File: src/rtl/irq_resp_pkg.sv
package irq_resp_pkg;

   typedef enum logic [1:0] {
      IM_JAM = 2'd0,
      IM_RST = 2'd1,
      IM_TBL = 2'd2
   } irq_mode_e;

   typedef enum logic [2:0] {
      SQ_IDLE  = 3'd0,
      SQ_ENTRY = 3'd1,
      SQ_RDLO  = 3'd2,
      SQ_RDHI  = 3'd3,
      SQ_LOAD  = 3'd4
   } seq_st_e;

endpackage

File: src/rtl/irq_enable_latch.sv
module irq_enable_latch (
   input  logic clk,
   input  logic rst_n,
   input  logic ei_cmd,
   input  logic di_cmd,
   input  logic ret_irq,
   input  logic instr_done,
   input  logic accept,
   output logic ie_q,
   output logic ie_eff
);
   logic pend_q;

   always_ff @(posedge clk) begin
      if (!rst_n) begin
         ie_q   <= 1'b0;
         pend_q <= 1'b0;
      end else if (di_cmd || accept) begin
         ie_q   <= 1'b0;
         pend_q <= 1'b0;
      end else if (ret_irq) begin
         ie_q   <= 1'b1;
         pend_q <= 1'b0;
      end else if (ei_cmd) begin
         pend_q <= 1'b1;
      end else if (pend_q && instr_done) begin
         ie_q   <= 1'b1;
         pend_q <= 1'b0;
      end
   end

   // Effective enable seen by the acceptance decision this cycle.
   assign ie_eff = ie_q | pend_q | ret_irq;
endmodule

File: src/rtl/irq_mode_reg.sv
module irq_mode_reg
   import irq_resp_pkg::*;
(
   input  logic       clk,
   input  logic       rst_n,
   input  logic       mode_wr,
   input  logic [1:0] mode_sel,
   output irq_mode_e  mode_q
);
   always_ff @(posedge clk) begin
      if (!rst_n)
         mode_q <= IM_JAM;
      else if (mode_wr && (mode_sel != 2'b11))
         mode_q <= irq_mode_e'(mode_sel);
   end
endmodule

File: src/rtl/irq_seq.sv
module irq_seq
   import irq_resp_pkg::*;
#(
   parameter int                ADDR_W    = 16,
   parameter int                DATA_W    = 8,
   parameter logic [ADDR_W-1:0] RST_VEC   = 16'd56,
   parameter bit                ALIGN_VEC = 1'b1,
   localparam int               PAGE_W    = ADDR_W - DATA_W
) (
   input  logic              clk,
   input  logic              rst_n,
   input  logic              irq_req,
   input  logic              instr_done,
   input  logic              halt_cmd,
   input  logic              ei_cmd,
   input  logic              di_cmd,
   input  logic              ie_eff,
   input  irq_mode_e         mode,
   input  logic [DATA_W-1:0] bus_byte,
   input  logic [PAGE_W-1:0] page_reg,
   input  logic [ADDR_W-1:0] pc_cur,
   input  logic [DATA_W-1:0] tbl_rdata,
   output logic              accept,
   output logic              irq_ack,
   output logic              halt_exit,
   output logic              halted,
   output logic              exec_ext,
   output logic [DATA_W-1:0] ext_opcode,
   output logic              push_req,
   output logic [ADDR_W-1:0] push_data,
   output logic              tbl_rd_req,
   output logic [ADDR_W-1:0] tbl_addr,
   output logic              pc_load,
   output logic [ADDR_W-1:0] pc_new
);
   seq_st_e           st_q;
   irq_mode_e         m_q;
   logic              was_halt_q;
   logic [ADDR_W-1:0] ret_q;
   logic [ADDR_W-1:0] halt_pc_q;
   logic [ADDR_W-1:0] vec_q;
   logic [DATA_W-1:0] byte_q;
   logic [DATA_W-1:0] lo_q;
   logic [DATA_W-1:0] vec_low;

   // Variant: entries on two-byte boundaries or byte-granular table.
   if (ALIGN_VEC) begin : g_align
      assign vec_low = {bus_byte[DATA_W-1:1], 1'b0};
   end else begin : g_raw
      assign vec_low = bus_byte;
   end

   assign accept = (st_q == SQ_IDLE) && irq_req && ie_eff &&
                   !ei_cmd && !di_cmd && !halt_cmd &&
                   (instr_done || halted);

   always_ff @(posedge clk) begin
      if (!rst_n) begin
         st_q       <= SQ_IDLE;
         m_q        <= IM_JAM;
         halted     <= 1'b0;
         was_halt_q <= 1'b0;
         ret_q      <= '0;
         halt_pc_q  <= '0;
         vec_q      <= '0;
         byte_q     <= '0;
         lo_q       <= '0;
      end else begin
         case (st_q)
            SQ_IDLE: begin
               if (accept) begin
                  st_q       <= SQ_ENTRY;
                  m_q        <= mode;
                  was_halt_q <= halted;
                  halted     <= 1'b0;
                  ret_q      <= halted ? ADDR_W'(halt_pc_q + 1'b1) : pc_cur;
                  byte_q     <= bus_byte;
                  vec_q      <= {page_reg, vec_low};
               end else if (halt_cmd) begin
                  halted    <= 1'b1;
                  halt_pc_q <= pc_cur;
               end
            end
            SQ_ENTRY: st_q <= (m_q == IM_TBL) ? SQ_RDLO : SQ_IDLE;
            SQ_RDLO:  st_q <= SQ_RDHI;
            SQ_RDHI: begin
               lo_q <= tbl_rdata;
               st_q <= SQ_LOAD;
            end
            SQ_LOAD:  st_q <= SQ_IDLE;
            default:  st_q <= SQ_IDLE;
         endcase
      end
   end

   always_comb begin
      irq_ack    = (st_q == SQ_ENTRY);
      halt_exit  = irq_ack && was_halt_q;
      exec_ext   = irq_ack && (m_q == IM_JAM);
      ext_opcode = byte_q;
      push_req   = irq_ack && (m_q != IM_JAM);
      push_data  = ret_q;
      tbl_rd_req = (st_q == SQ_RDLO) || (st_q == SQ_RDHI);
      tbl_addr   = (st_q == SQ_RDHI) ? ADDR_W'(vec_q + 1'b1) : vec_q;
      pc_load    = (irq_ack && (m_q == IM_RST)) || (st_q == SQ_LOAD);
      pc_new     = (st_q == SQ_LOAD) ? {tbl_rdata, lo_q} : RST_VEC;
   end
endmodule

File: src/rtl/irq_resp_ctrl.sv
module irq_resp_ctrl
   import irq_resp_pkg::*;
#(
   parameter int                ADDR_W    = 16,
   parameter int                DATA_W    = 8,
   parameter logic [ADDR_W-1:0] RST_VEC   = 16'd56,
   parameter bit                ALIGN_VEC = 1'b1,
   localparam int               PAGE_W    = ADDR_W - DATA_W
) (
   input  logic              clk,
   input  logic              rst_n,
   input  logic              irq_req,
   input  logic              instr_done,
   input  logic              ei_cmd,
   input  logic              di_cmd,
   input  logic              ret_irq,
   input  logic              halt_cmd,
   input  logic              mode_wr,
   input  logic [1:0]        mode_sel,
   input  logic [DATA_W-1:0] bus_byte,
   input  logic [PAGE_W-1:0] page_reg,
   input  logic [ADDR_W-1:0] pc_cur,
   input  logic [DATA_W-1:0] tbl_rdata,
   output logic              irq_ack,
   output logic              ie_state,
   output logic              halted,
   output logic              halt_exit,
   output logic              exec_ext,
   output logic [DATA_W-1:0] ext_opcode,
   output logic              push_req,
   output logic [ADDR_W-1:0] push_data,
   output logic              tbl_rd_req,
   output logic [ADDR_W-1:0] tbl_addr,
   output logic              pc_load,
   output logic [ADDR_W-1:0] pc_new
);
   if (ADDR_W != 2 * DATA_W) begin : g_bad_width
      $error("irq_resp_ctrl: ADDR_W must be twice DATA_W");
   end
   if (DATA_W < 2) begin : g_bad_data
      $error("irq_resp_ctrl: DATA_W must be at least 2");
   end

   logic      ie_eff;
   logic      accept;
   irq_mode_e mode;

   irq_enable_latch u_en (
      .clk        (clk),
      .rst_n      (rst_n),
      .ei_cmd     (ei_cmd),
      .di_cmd     (di_cmd),
      .ret_irq    (ret_irq),
      .instr_done (instr_done),
      .accept     (accept),
      .ie_q       (ie_state),
      .ie_eff     (ie_eff)
   );

   irq_mode_reg u_mode (
      .clk      (clk),
      .rst_n    (rst_n),
      .mode_wr  (mode_wr),
      .mode_sel (mode_sel),
      .mode_q   (mode)
   );

   irq_seq #(
      .ADDR_W    (ADDR_W),
      .DATA_W    (DATA_W),
      .RST_VEC   (RST_VEC),
      .ALIGN_VEC (ALIGN_VEC)
   ) u_seq (
      .clk        (clk),
      .rst_n      (rst_n),
      .irq_req    (irq_req),
      .instr_done (instr_done),
      .halt_cmd   (halt_cmd),
      .ei_cmd     (ei_cmd),
      .di_cmd     (di_cmd),
      .ie_eff     (ie_eff),
      .mode       (mode),
      .bus_byte   (bus_byte),
      .page_reg   (page_reg),
      .pc_cur     (pc_cur),
      .tbl_rdata  (tbl_rdata),
      .accept     (accept),
      .irq_ack    (irq_ack),
      .halt_exit  (halt_exit),
      .halted     (halted),
      .exec_ext   (exec_ext),
      .ext_opcode (ext_opcode),
      .push_req   (push_req),
      .push_data  (push_data),
      .tbl_rd_req (tbl_rd_req),
      .tbl_addr   (tbl_addr),
      .pc_load    (pc_load),
      .pc_new     (pc_new)
   );
endmodule

File: config.mk
export PLATFORM = sky130hd
export DESIGN_NAME = irq_resp_ctrl
export DESIGN_NICKNAME = d
export VERILOG_FILES = /design/src/rtl/irq_resp_pkg.sv /design/src/rtl/irq_enable_latch.sv /design/src/rtl/irq_mode_reg.sv /design/src/rtl/irq_seq.sv /design/src/rtl/irq_resp_ctrl.sv
export SDC_FILE = /design/constraint.sdc
export NUM_CORES = 1
export LEC_CHECK = 0
export CORE_MARGIN = 2
export CORE_UTILIZATION = 23
export DETAILED_ROUTE_END_ITERATION = 6
export DONT_BUFFER_PORTS = 1
export PLACE_DENSITY = 0.47
export RECOVER_POWER = 25
export SLEW_MARGIN = 20
export SYNTH_ARGS = -nofsm -noshare
export SYNTH_HDL_FRONTEND = slang
export SYNTH_SLANG_ARGS = --single-unit
File: constraint.sdc
create_clock -name clk -period 2.32 [get_ports clk]
set_input_delay 0.696 -clock clk [delete_from_list [all_inputs] [get_ports clk]]
set_output_delay 0.696 -clock clk [all_outputs]
set_load 0.02 [all_outputs]
==> metrics.md, run 1 <==
| Metric | Value |
|---|---|
| Nets | `380` |
| CTS Sinks | `67` |
| Post-synthesis mux area share | `less than 1%` |
| Endpoints failing hold | `0` |
| Share of the synthesized area in the top cell type | `45.97%` |
| Clk Latency, worst-skew pair | `between 0.3 and 0.4 ns` |
| Via count | `2318` |
| Slew Limit Fails | `31` |
| Worst r2r path cells | `6` |
| Area of the multi-input gates | `around 1400 µm²` |
| CTS tree | `yes` |
| Total GRT Usage | `between 10% and 20%` |
| Adder-Cell Fraction of Synth Area | `less than 1%` |
| Worst slack, placed | `roughly 0.25 ns` |
| Syn Nets | `380` |
| Most frequent cell after synthesis | `dfxtp_1` |
| Placed cells | `approximately 490` |
| Total CTS buffers | `9` |
| Cell Area, Synth | `about 2900 µm²` |
| Maximum vdd drop | `about 320 µV` |
| Post-synthesis sequential area ratio | `45.97%` |
| Worst Hold End | `u_en.ie_q` |
| FFs w/ async S/R, synth | `0%` |
| Clock Skews | `0.004478 ns` |
| Max Cap Viol | `1` |
| Starting density of the core | `a little under a quarter` |
| Max_slew headroom | `-1.709%` |
| Row count | `slightly above 40` |
| Crit path time final | `2.163 ns` |
| Setup TNS | `0 ns` |
| Synth Area in XOR/XNOR | `3.602%` |
| Finished Layout Cells | `just over 500` |
| CORE AREA | `around 13000 µm²` |
| Number of enable flip-flop cells after synthesis | `0` |
| Leak Pwr | `1.209 nW` |
| Placer Congestion | `about 0.77` |
| Clk pin slew, worst setup/hold paths | `~0.050 ns` |
| Min-delay src | `di_cmd` |
| Number of global-route vias before repair | `approximately 2200` |
| Fillers | `about 1400` |
| Register area | `around 1300 µm²` |
| Power density over the cells | `slightly below 800 nW/µm²` |
| WHS Path Cells | `1` |
| First-pass GRT wire length | `around 11 mm` |
| Req. time, crit path | `approximately 1.6 ns` |
| Distinct cells, synth | `42` |
| Hold-fix buffers, CTS | `0` |
| N_diodes | `0` |
| Synth Area in Compound Gates | `19.90%` |
| Post-synth top cells | `dfxtp_1 (67), nand2_1 (55), a21oi_1 (41)` |
| Via/cell ratio | `roughly 4.6` |
| Setup crit end kind | `output pin` |
| H-tree depth | `3` |
| Worst hold margin | `about 0.44 ns` |
| Crit Path Class | `flip-flop to output pin` |
| DRC viols | `0` |
| Die area | `between 10000 and 15000 µm²` |
| Syn Area/Cell | `8.896 µm²` |
| Failing checks | `max-capacitance violations, max-slew violations` |
| Clock network power share | `between 40 and 50%` |
| DR pass1 iterations | `4` |
| Initial drt markers | `114` |
| Slew @ Worst Pin | `~1.5 ns` |
| Internal | `about 2.1 mW` |
| Setup Viol. Count Final | `0` |
| Post-synth top flop | `dfxtp_1` |
| PortBufs | `0` |
| WL final | `about 7.7 mm` |
| Status | `complete, but fails checks` |
| Antenna-violating nets left | `0` |
| Area grow syn2layout | `16.08%` |
| Cells after Synth | `~330` |
| Post-synthesis simple-gate area fraction | `22.43%` |
| Yosys warning count | `0` |
| Worst-path maximum fanout | `17` |
| Total I/O pin count | `115` |
| Yosys reg bits | `67` |
| Die Height | `approximately 120 µm` |
| Synth area leaders | `dfxtp_1 (46%), a22o_1 (9.9%), nand2_1 (7.1%), a21oi_1 (7.0%), xnor2_1 (3.3%)` |
| Critical Path AT | `1.47 ns` |
| Logic gate share of total power | `under 10%` |
| Reg2Reg Setup Slack | `about 0.5 ns` |
| Ratio of cells with drive above 1 in the final layout | `13.60%` |
| Worst R2R Start | `u_seq.halt_pc_q[0]` |
| Fmax | `about 460 MHz` |
| Worst-case clock buffer depth | `2` |
| Critical Path Start Type | `flip-flop` |
| Seq pwr share | `a little under half` |
| Largest net degree at the start of global routing | `36` |
| Psw | `between 0.6 and 0.7 mW` |
| Final worst slack | `approximately 0.16 ns` |
| Main combinational cell family by area after synthesis | `simple AND/OR/NAND/NOR gates` |
| Final period util | `a little over 90%` |
| Net Sw Frac | `a little under a quarter` |
| Detailed Place HPWL | `between 5 and 6 mm` |
| Initial antenna violation count | `0` |
| Post-synth top area cell | `dfxtp_1` |
| DR WL/cell | `roughly 15 µm` |
| CTS root buf | `clkbuf_16` |
| Hold crit path type | `input pin to flip-flop` |
| GR Overflow Total | `0` |
| Die Width | `roughly 120 µm` |
| RSZ-0062 raised after global routing | `no` |
| Worst reg2reg path endpoint | `u_seq.push_data[14]` |
## logic make-up after synthesis
| kind of cell | count (synthesis) |
|---|---|
| AND/OR/NAND/NOR | 123 |
| AO/OA/AOI/OAI | 86 |
| flip-flops | 67 |
| buffers and inverters | 37 |
| XOR/XNOR | 12 |
| multiplexers | 2 |
| adder cells (fa/ha/maj) | 1 |
## metrics by stage
step | power, mW | util, % | instance area, µm²
5_1_grt | 2.797 | 27.06 | 3387
3_5_place_dp | 1.395 | 24.78 | 3102
6_report | 2.685 | 27.06 | 3387
2_1_floorplan | 1.354 | - | 2923
3_3_place_gp | 1.391 | 24.78 | 3102
4_1_cts | 2.732 | 27.04 | 3385
## worst max-delay path by stage
stage                        from             endpoint  slack [ns]  cells after the start
finish              u_seq.st_q[2]            pc_new[2]        0.16                      3
global route        u_seq.st_q[2]            pc_new[2]        0.01                      3
CTS                 u_seq.st_q[2]            pc_new[6]        0.10                      3
detailed placement         ei_cmd   u_seq.push_data[9]        0.25                      5
global placement           ei_cmd  u_seq.push_data[11]        0.31                      5
floorplan           u_seq.st_q[0]             exec_ext        0.15                      3
## cells in the final DEF, fill, tap and decap left out, drive strengths merged, types with 2 or more instances in the layout
| cell type | instances |
|---|---|
| dfxtp | 67 |
| nand2 | 55 |
| a21oi | 41 |
| a22o | 33 |
| nor2 | 19 |
| and2 | 16 |
| buf | 14 |
| clkbuf | 12 |
| xnor2 | 11 |
| inv | 10 |
| nor4 | 7 |
| nand3 | 6 |
| nor3 | 6 |
| o21ai | 5 |
| nand2b | 3 |
| clkinv | 3 |
| nand4 | 3 |
| nor2b | 2 |
| o21a | 2 |
| or3 | 2 |
| nor3b | 2 |
| nor4b | 2 |
## sequential cells by signal, summed over array words and instances (netlist names)
register	count
u_seq.push_data	16
u_seq.halted	1
u_seq.vec_q	9
u_seq.halt_pc_q	16
u_en.ie_q	1
u_seq.lo_q	8
u_seq.st_q	3
u_seq.m_q	2
u_seq.ext_opcode	7
u_seq.was_halt_q	1
u_en.pend_q	1
u_mode.mode_q	2
## metal layers
metal | track usage, % | routed length, µm | vias up
li1 | - | - | 1138
met1 | 12.28 | 3117 | 1091
met2 | 17.87 | 3588 | 76
met3 | 5.397 | 856 | 13
met4 | 5.804 | 157 | 0
met5 | 0 | 0 | -
## worst max-delay path, cell delays in order (launching register included)
cell and delay, ns:
dfxtp_1 0.43, nor3b_1 0.21, buf_4 0.22, and2_1 0.27
## power by group through the flow
stage,clock network [mW],logic (mW),registers [mW]
5_1_grt,1.40,0.165,1.23
4_1_cts,1.36,0.148,1.22
3_5_place_dp,0,0.148,1.25
2_1_floorplan,0,0.117,1.24
3_3_place_gp,0,0.145,1.25
6_report,1.32,0.146,1.22
## area by class of cell
class	count	area share (%)
multi-input combinational	224	40.89
sequential	67	39.60
clock buffer	11	7.167
tap	172	6.354
timing repair buffer	15	3.583
inverter	11	1.219
clock inverter	3	1.182
## what timing repair did
item / 4_1_cts / 5_1_grt
endpoints found under the setup margin: 0 / 2
gates resized for setup: 0 / 2
buffers inserted: 0 / 0
(Power assumes the default switching activity.)
==> run 2: changes to the inputs <==
Settings changed: PLACE_DENSITY 0.47 to 0.48.
Clock period 2.32 ns to 1.85 ns, I/O delays scaled along.
==> metrics.md, run 2 (synthesis results as in run 1) <==
| Metric | Value |
|---|---|
| Status | `complete, but fails checks` |
| Failing checks | `negative setup slack` |
| Psw | `0.7731 mW (+28%)` |
| Endpoints failing hold | `0 (unchanged)` |
| Slew Limit Fails | `0 (-100%)` |
| Die Height | `116.6 µm (unchanged)` |
| Finished Layout Cells | `516 (+2.6%)` |
| Clock Skews | `0.007691 ns (+0.003213 ns)` |
| Worst R2R Start | `u_seq.st_q[0]` |
| Area grow syn2layout | `21.78%` |
| WL final | `7.897 mm (+2.3%)` |
| Total CTS buffers | `9 (unchanged)` |
| Via/cell ratio | `4.442 (-3.6%)` |
| DR WL/cell | `15.30 µm (-0.27%)` |
| Initial antenna violation count | `0 (unchanged)` |
| Hold crit path type | `input pin to flip-flop` |
| Leak Pwr | `1.302 nW (+7.7%)` |
| Row count | `41 (unchanged)` |
| Fmax | `between 500 and 600 MHz` |
| Via count | `2292 (-1.1%)` |
| Leading cell type in the layout, fill and taps excluded | `dfxtp_1` |
| Starting density of the core | `23.31% (unchanged)` |
| Reg2Reg Setup Slack | `0.11 ns (-0.38 ns)` |
| Worst setup path startpoint | `u_seq.st_q[2]` |
| Crit path time final | `roughly 1.9 ns` |
| Slew @ Worst Pin | `0.6881 ns (-0.8376 ns)` |
| Placer Congestion | `0.7460 (-2.6%)` |
| Number of global-route vias before repair | `2147 (-2.4%)` |
| Worst-path maximum fanout | `17 (unchanged)` |
| Req. time, crit path | `1.29 ns (-0.33 ns)` |
| First-pass GRT wire length | `11.67 mm (+2.5%)` |
| CTS tree | `yes` |
| Worst r2r path cells | `6 (unchanged)` |
| Total I/O pin count | `115 (unchanged)` |
| Setup Viol. Count Final | `10 (+10)` |
| Worst-case clock buffer depth | `2 (unchanged)` |
| Final period util | `100.8%` |
| CORE AREA | `12520 µm² (unchanged)` |
| Total GRT Usage | `11.49% (+0.34 points)` |
| Post-layout util | `28.39% (+1.3 points)` |
| Placed cells | `498 (+1.8%)` |
| CTS Sinks | `67 (unchanged)` |
| Power density over the cells | `938.5 nW/µm² (+18%)` |
| Maximum vdd drop | `395.0 µV (+22%)` |
| Final worst slack | `-0.01516 ns (-0.1726 ns)` |
| Initial drt markers | `96 (-16%)` |
| RSZ-0062 raised after global routing | `yes` |
| Worst hold margin | `0.3029 ns (-0.1331 ns)` |
| Max Cap Viol | `0 (-1)` |
| Ratio of cells with drive above 1 in the final layout | `22.67% (+9.1 points)` |
| Critical Path AT | `1.31 ns (-0.16 ns)` |
| Clk Latency, worst-skew pair | `0.33 ns (about the same)` |
| PnR Total Power | `3.335 mW (+24%)` |
| Clk pin slew, worst setup/hold paths | `0.05 ns (about the same)` |
| Largest net degree at the start of global routing | `31 (-14%)` |
| Setup TNS | `-0.1157 ns (-0.1157 ns)` |
| Worst slack, placed | `0.06116 ns (-0.1880 ns)` |
| Finished layout cell area | `3553 µm² (+4.9%)` |
| Logic gate share of total power | `6.0% (+0.6 points)` |
| Worst reg2reg path endpoint | `u_seq.vec_q[13]` |
| GR Overflow Total | `0 (unchanged)` |
| N_diodes | `0 (unchanged)` |
| Die area | `13600 µm² (unchanged)` |
| Setup crit end kind | `output pin` |
| Placed Area | `3194 µm² (+3.0%)` |
| Detailed Place HPWL | `5.668 mm (+2.8%)` |
| PortBufs | `0 (unchanged)` |
| Clock network power share | `48.3% (-0.7 points)` |
| Most frequent cells in the layout | `dfxtp_1 (64), nand2_1 (55), a21oi_1 (41)` |
| CTS root buf | `clkbuf_16` |
| Internal | `2.562 mW (+23%)` |
| Die Width | `116.6 µm (unchanged)` |
| DR pass1 iterations | `4 (unchanged)` |
| Critical Path Start Type | `flip-flop` |
| Max_slew headroom | `54.13% (+56 points)` |
| Nets | `392 (+3.2%)` |
| Crit Path Class | `flip-flop to output pin` |
| Seq pwr share | `45.8% (+0.2 points)` |
| Fillers | `1344 (-3.3%)` |
| H-tree depth | `3 (unchanged)` |
| Worst setup path endpoint | `pc_new[15]` |
| Net Sw Frac | `23.18% (+0.67 points)` |
| DRC viols | `0 (unchanged)` |
| Antenna-violating nets left | `0 (unchanged)` |
run 2: layer usage:
layer  part of all wire (%)  up-vias  track usage, %
met5                      0        -               0
met4                    1.7        0           4.706
met3                     12        9           6.591
met2                     44       71           17.13
met1                     42     1052           13.59
li1                       -     1160               -
run 2: worst min-delay path by stage:
stage	end	from	depth (start not counted)	slack, ns
4_1_cts	u_en.ie_q	di_cmd	1	0.29
5_1_grt	u_en.ie_q	di_cmd	1	0.29
3_3_place_gp	u_seq.lo_q[5]	u_seq.lo_q[5]	2	0.44
2_1_floorplan	u_seq.lo_q[3]	u_seq.lo_q[3]	2	0.43
3_5_place_dp	u_seq.lo_q[5]	u_seq.lo_q[5]	2	0.44
6_report	u_en.pend_q	ret_irq	1	0.30
run 2: power by group through the flow:
stage / logic, mW / clock network [mW] / registers, mW
2_1_floorplan: 0.147 / 0 / 1.55
3_3_place_gp: 0.199 / 0 / 1.56
3_5_place_dp: 0.203 / 0 / 1.56
4_1_cts: 0.204 / 1.66 / 1.53
5_1_grt: 0.225 / 1.72 / 1.53
6_report: 0.200 / 1.61 / 1.53
run 2: final cells by class:
class	instances	area, µm²	share of cell area (%)
inverters	11	43.79	1.232
clock buffers	13	270.3	7.606
repair buffers	27	236.5	6.655
clock inverters	2	10.01	0.2817
multi-input cells	224	1428	40.18
well taps	172	215.2	6.056
flip-flops and latches	67	1350	37.99
run 2: timing repair:
item                                    in CTS  in global routing
pin swaps                                    2                  1
hold buffers                                 0                  0
gates resized for setup                     31                  5
setup buffers                                2                  1
endpoints found under the setup margin      21                 39
run 2: worst max-delay path: stages, from the launching register on:
cell and delay (ns):
dfxtp_4 0.39, nor3b_2 0.19, buf_6 0.19, and2_2 0.22
==> run 3: changes to the inputs <==
Settings changed: CELL_PAD_IN_SITES_DETAIL_PLACEMENT set to 0, CELL_PAD_IN_SITES_GLOBAL_PLACEMENT set to 1, PLACE_DENSITY 0.48 to 0.58.
==> metrics.md, run 3 (synthesis results as in run 1) <==
| Metric | Value |
|---|---|
| Slowest CP cell | `dfxtp_1` |
| Via count | `2283 (-0.39%)` |
| Worst reg2reg path endpoint | `u_seq.push_data[14]` |
| Area grow syn2layout | `24.10%` |
| Worst r2r path cells | `6 (unchanged)` |
| Placed cells | `498 (unchanged)` |
| Max_slew headroom | `53.00% (-1.1 points)` |
| Setup crit end kind | `output pin` |
| Setup TNS | `-1.164 ns (-1.048 ns)` |
| Starting density of the core | `23.31% (unchanged)` |
| Worst hold margin | `0.2902 ns (-0.01269 ns)` |
| Hold crit path type | `input pin to flip-flop` |
| Total GRT Usage | `10.92% (-0.57 points)` |
| Failing checks | `negative setup slack` |
| Clock Skews | `0.006623 ns (-0.001068 ns)` |
| Finished layout cell area | `3621 µm² (+1.9%)` |
| Critical Path Start Type | `flip-flop` |
| DR pass1 iterations | `4 (unchanged)` |
| RSZ-0062 raised after global routing | `yes` |
| CTS Sinks | `67 (unchanged)` |
| DR WL/cell | `14.50 µm (-5.2%)` |
| Worst Hold End | `u_en.pend_q` |
| PortBufs | `0 (unchanged)` |
| Worst R2R Start | `u_seq.halt_pc_q[0]` |
| Worst-case clock buffer depth | `2 (unchanged)` |
| Most frequent cells in the layout | `dfxtp_1 (65), nand2_1 (55), a21oi_1 (41)` |
| PnR Total Power | `3.852 mW (+16%)` |
| First-pass GRT wire length | `11.07 mm (-5.1%)` |
| Critical Path AT | `1.38 ns (+0.07 ns)` |
| Status | `complete, but fails checks` |
| Maximum vdd drop | `462.3 µV (+17%)` |
| Endpoints failing hold | `0 (unchanged)` |
| Min-delay src | `ret_irq` |
| Ratio of cells with drive above 1 in the final layout | `21.57% (-1.1 points)` |
| Total CTS buffers | `9 (unchanged)` |
| DRC viols | `0 (unchanged)` |
| Final period util | `104.5% (+3.7 points)` |
| CTS root buf | `clkbuf_16` |
| Largest net degree at the start of global routing | `34 (+9.7%)` |
| Nets | `390 (-0.51%)` |
| Max Cap Viol | `0 (unchanged)` |
| Hold-fix buffers, CTS | `0 (unchanged)` |
| Leading cell type in the layout, fill and taps excluded | `dfxtp_1` |
| Worst path max stage delay | `0.31 ns (-0.08 ns)` |
| Row count | `41 (unchanged)` |
| Reg2Reg Setup Slack | `0.12 ns (about the same)` |
| Clk pin slew, worst setup/hold paths | `0.06 ns (about the same)` |
| Detailed Place HPWL | `5.384 mm (-5.0%)` |
| Fillers | `1342 (-0.15%)` |
| Area of the multi-input gates | `1418 µm² (-0.70%)` |
| Total I/O pin count | `115 (unchanged)` |
| Post-layout util | `28.93% (+0.54 points)` |
| Antenna-violating nets left | `0 (unchanged)` |
| Setup Viol. Count Final | `18 (+8)` |
| Slew Limit Fails | `0 (unchanged)` |
| Die Width | `116.6 µm (unchanged)` |
| Crit path time final | `1.933 ns (+0.06805 ns)` |
| WL final | `7.470 mm (-5.4%)` |
| Initial drt markers | `95 (-1.0%)` |
| CTS tree | `yes` |
| Initial antenna violation count | `0 (unchanged)` |
| Crit Path Class | `flip-flop to output pin` |
| Placer Congestion | `0.7085 (-5.0%)` |
| Via/cell ratio | `4.433 (-0.20%)` |
| Req. time, crit path | `1.29 ns (about the same)` |
| Die Height | `116.6 µm (unchanged)` |
| Clk Latency, worst-skew pair | `0.34 ns (about the same)` |
| Final worst slack | `-0.08321 ns (-0.06805 ns)` |
| Fmax | `517.3 MHz (-3.5%)` |
| GR Overflow Total | `0 (unchanged)` |
| Number of global-route vias before repair | `2131 (-0.75%)` |
| Worst-path maximum fanout | `17 (unchanged)` |
| Worst slack, placed | `0.07477 ns (+0.01361 ns)` |
| Register area | `1346 µm² (-0.28%)` |
| WHS Path Cells | `1 (unchanged)` |
| Die area | `13600 µm² (unchanged)` |
| Placed Area | `3194 µm² (unchanged)` |
| CORE AREA | `12520 µm² (unchanged)` |
| Crit-path most repeated cell | `buf_6` |
| Leak Pwr | `1.334 nW (+2.5%)` |
| N_diodes | `0 (unchanged)` |
| Slew @ Worst Pin | `0.7050 ns (+0.01693 ns)` |
| H-tree depth | `3 (unchanged)` |
| Critical-path cell list | `buf_4 -> nor3b_2 -> buf_6 -> nand2b_1 -> buf_6` |
| Power density over the cells | `1064 nW/µm² (+13%)` |
| Finished Layout Cells | `515 (-0.19%)` |
==> run 3: where the power goes <==
part	total, mW	internal (mW)	switching, mW
Combinational	0.193	0.0784	0.114
Sequential	1.53	1.48	0.0489
Clock	2.13	1.49	0.642
Total	3.85	3.05	0.805
==> run 3: how the worst max path moves through the flow <==
stage | from | to | cells after the start
after floorplan | u_seq.st_q[0] | exec_ext | 3
after global placement | ei_cmd | u_seq.push_data[1] | 5
after detailed placement | ei_cmd | u_seq.m_q[0] | 5
after CTS | u_seq.st_q[0] | exec_ext | 4
after global routing | u_seq.st_q[0] | pc_new[3] | 5
final | u_seq.st_q[0] | pc_new[5] | 5
==> run 3: critical path, delay by kind of cell (launching register included) <==
family        cells  cell delay, ns
flops             1            0.31
buf+inv           3            0.46
simple gates      2            0.28
==> run 3: layout make-up <==
cell class | instances | area share (%)
flip-flops and latches | 67 | 37.18
clock inverters | 6 | 3.766
repair buffers | 25 | 6.220
multi-input cells | 224 | 39.15
well taps | 172 | 5.943
clock buffers | 10 | 6.600
inverters | 11 | 1.140
==> run 3: layer usage <==
metal / up-vias / track usage (%) / part of all wire, %
li1: 1154 / - / -
met1: 1056 / 12.33 / 41
met2: 60 / 17.79 / 48
met3: 13 / 4.619 / 8.6
met4: 0 / 5.333 / 1.8
met5: - / 0 / 0
==> run 3: repair_timing <==
action | in CTS | in global routing
setup buffers | 0 | 1
hold endpoints to repair | 0 | 0
setup endpoints to repair | 21 | 21
resized for setup | 23 | 4
pin swaps | 1 | 2
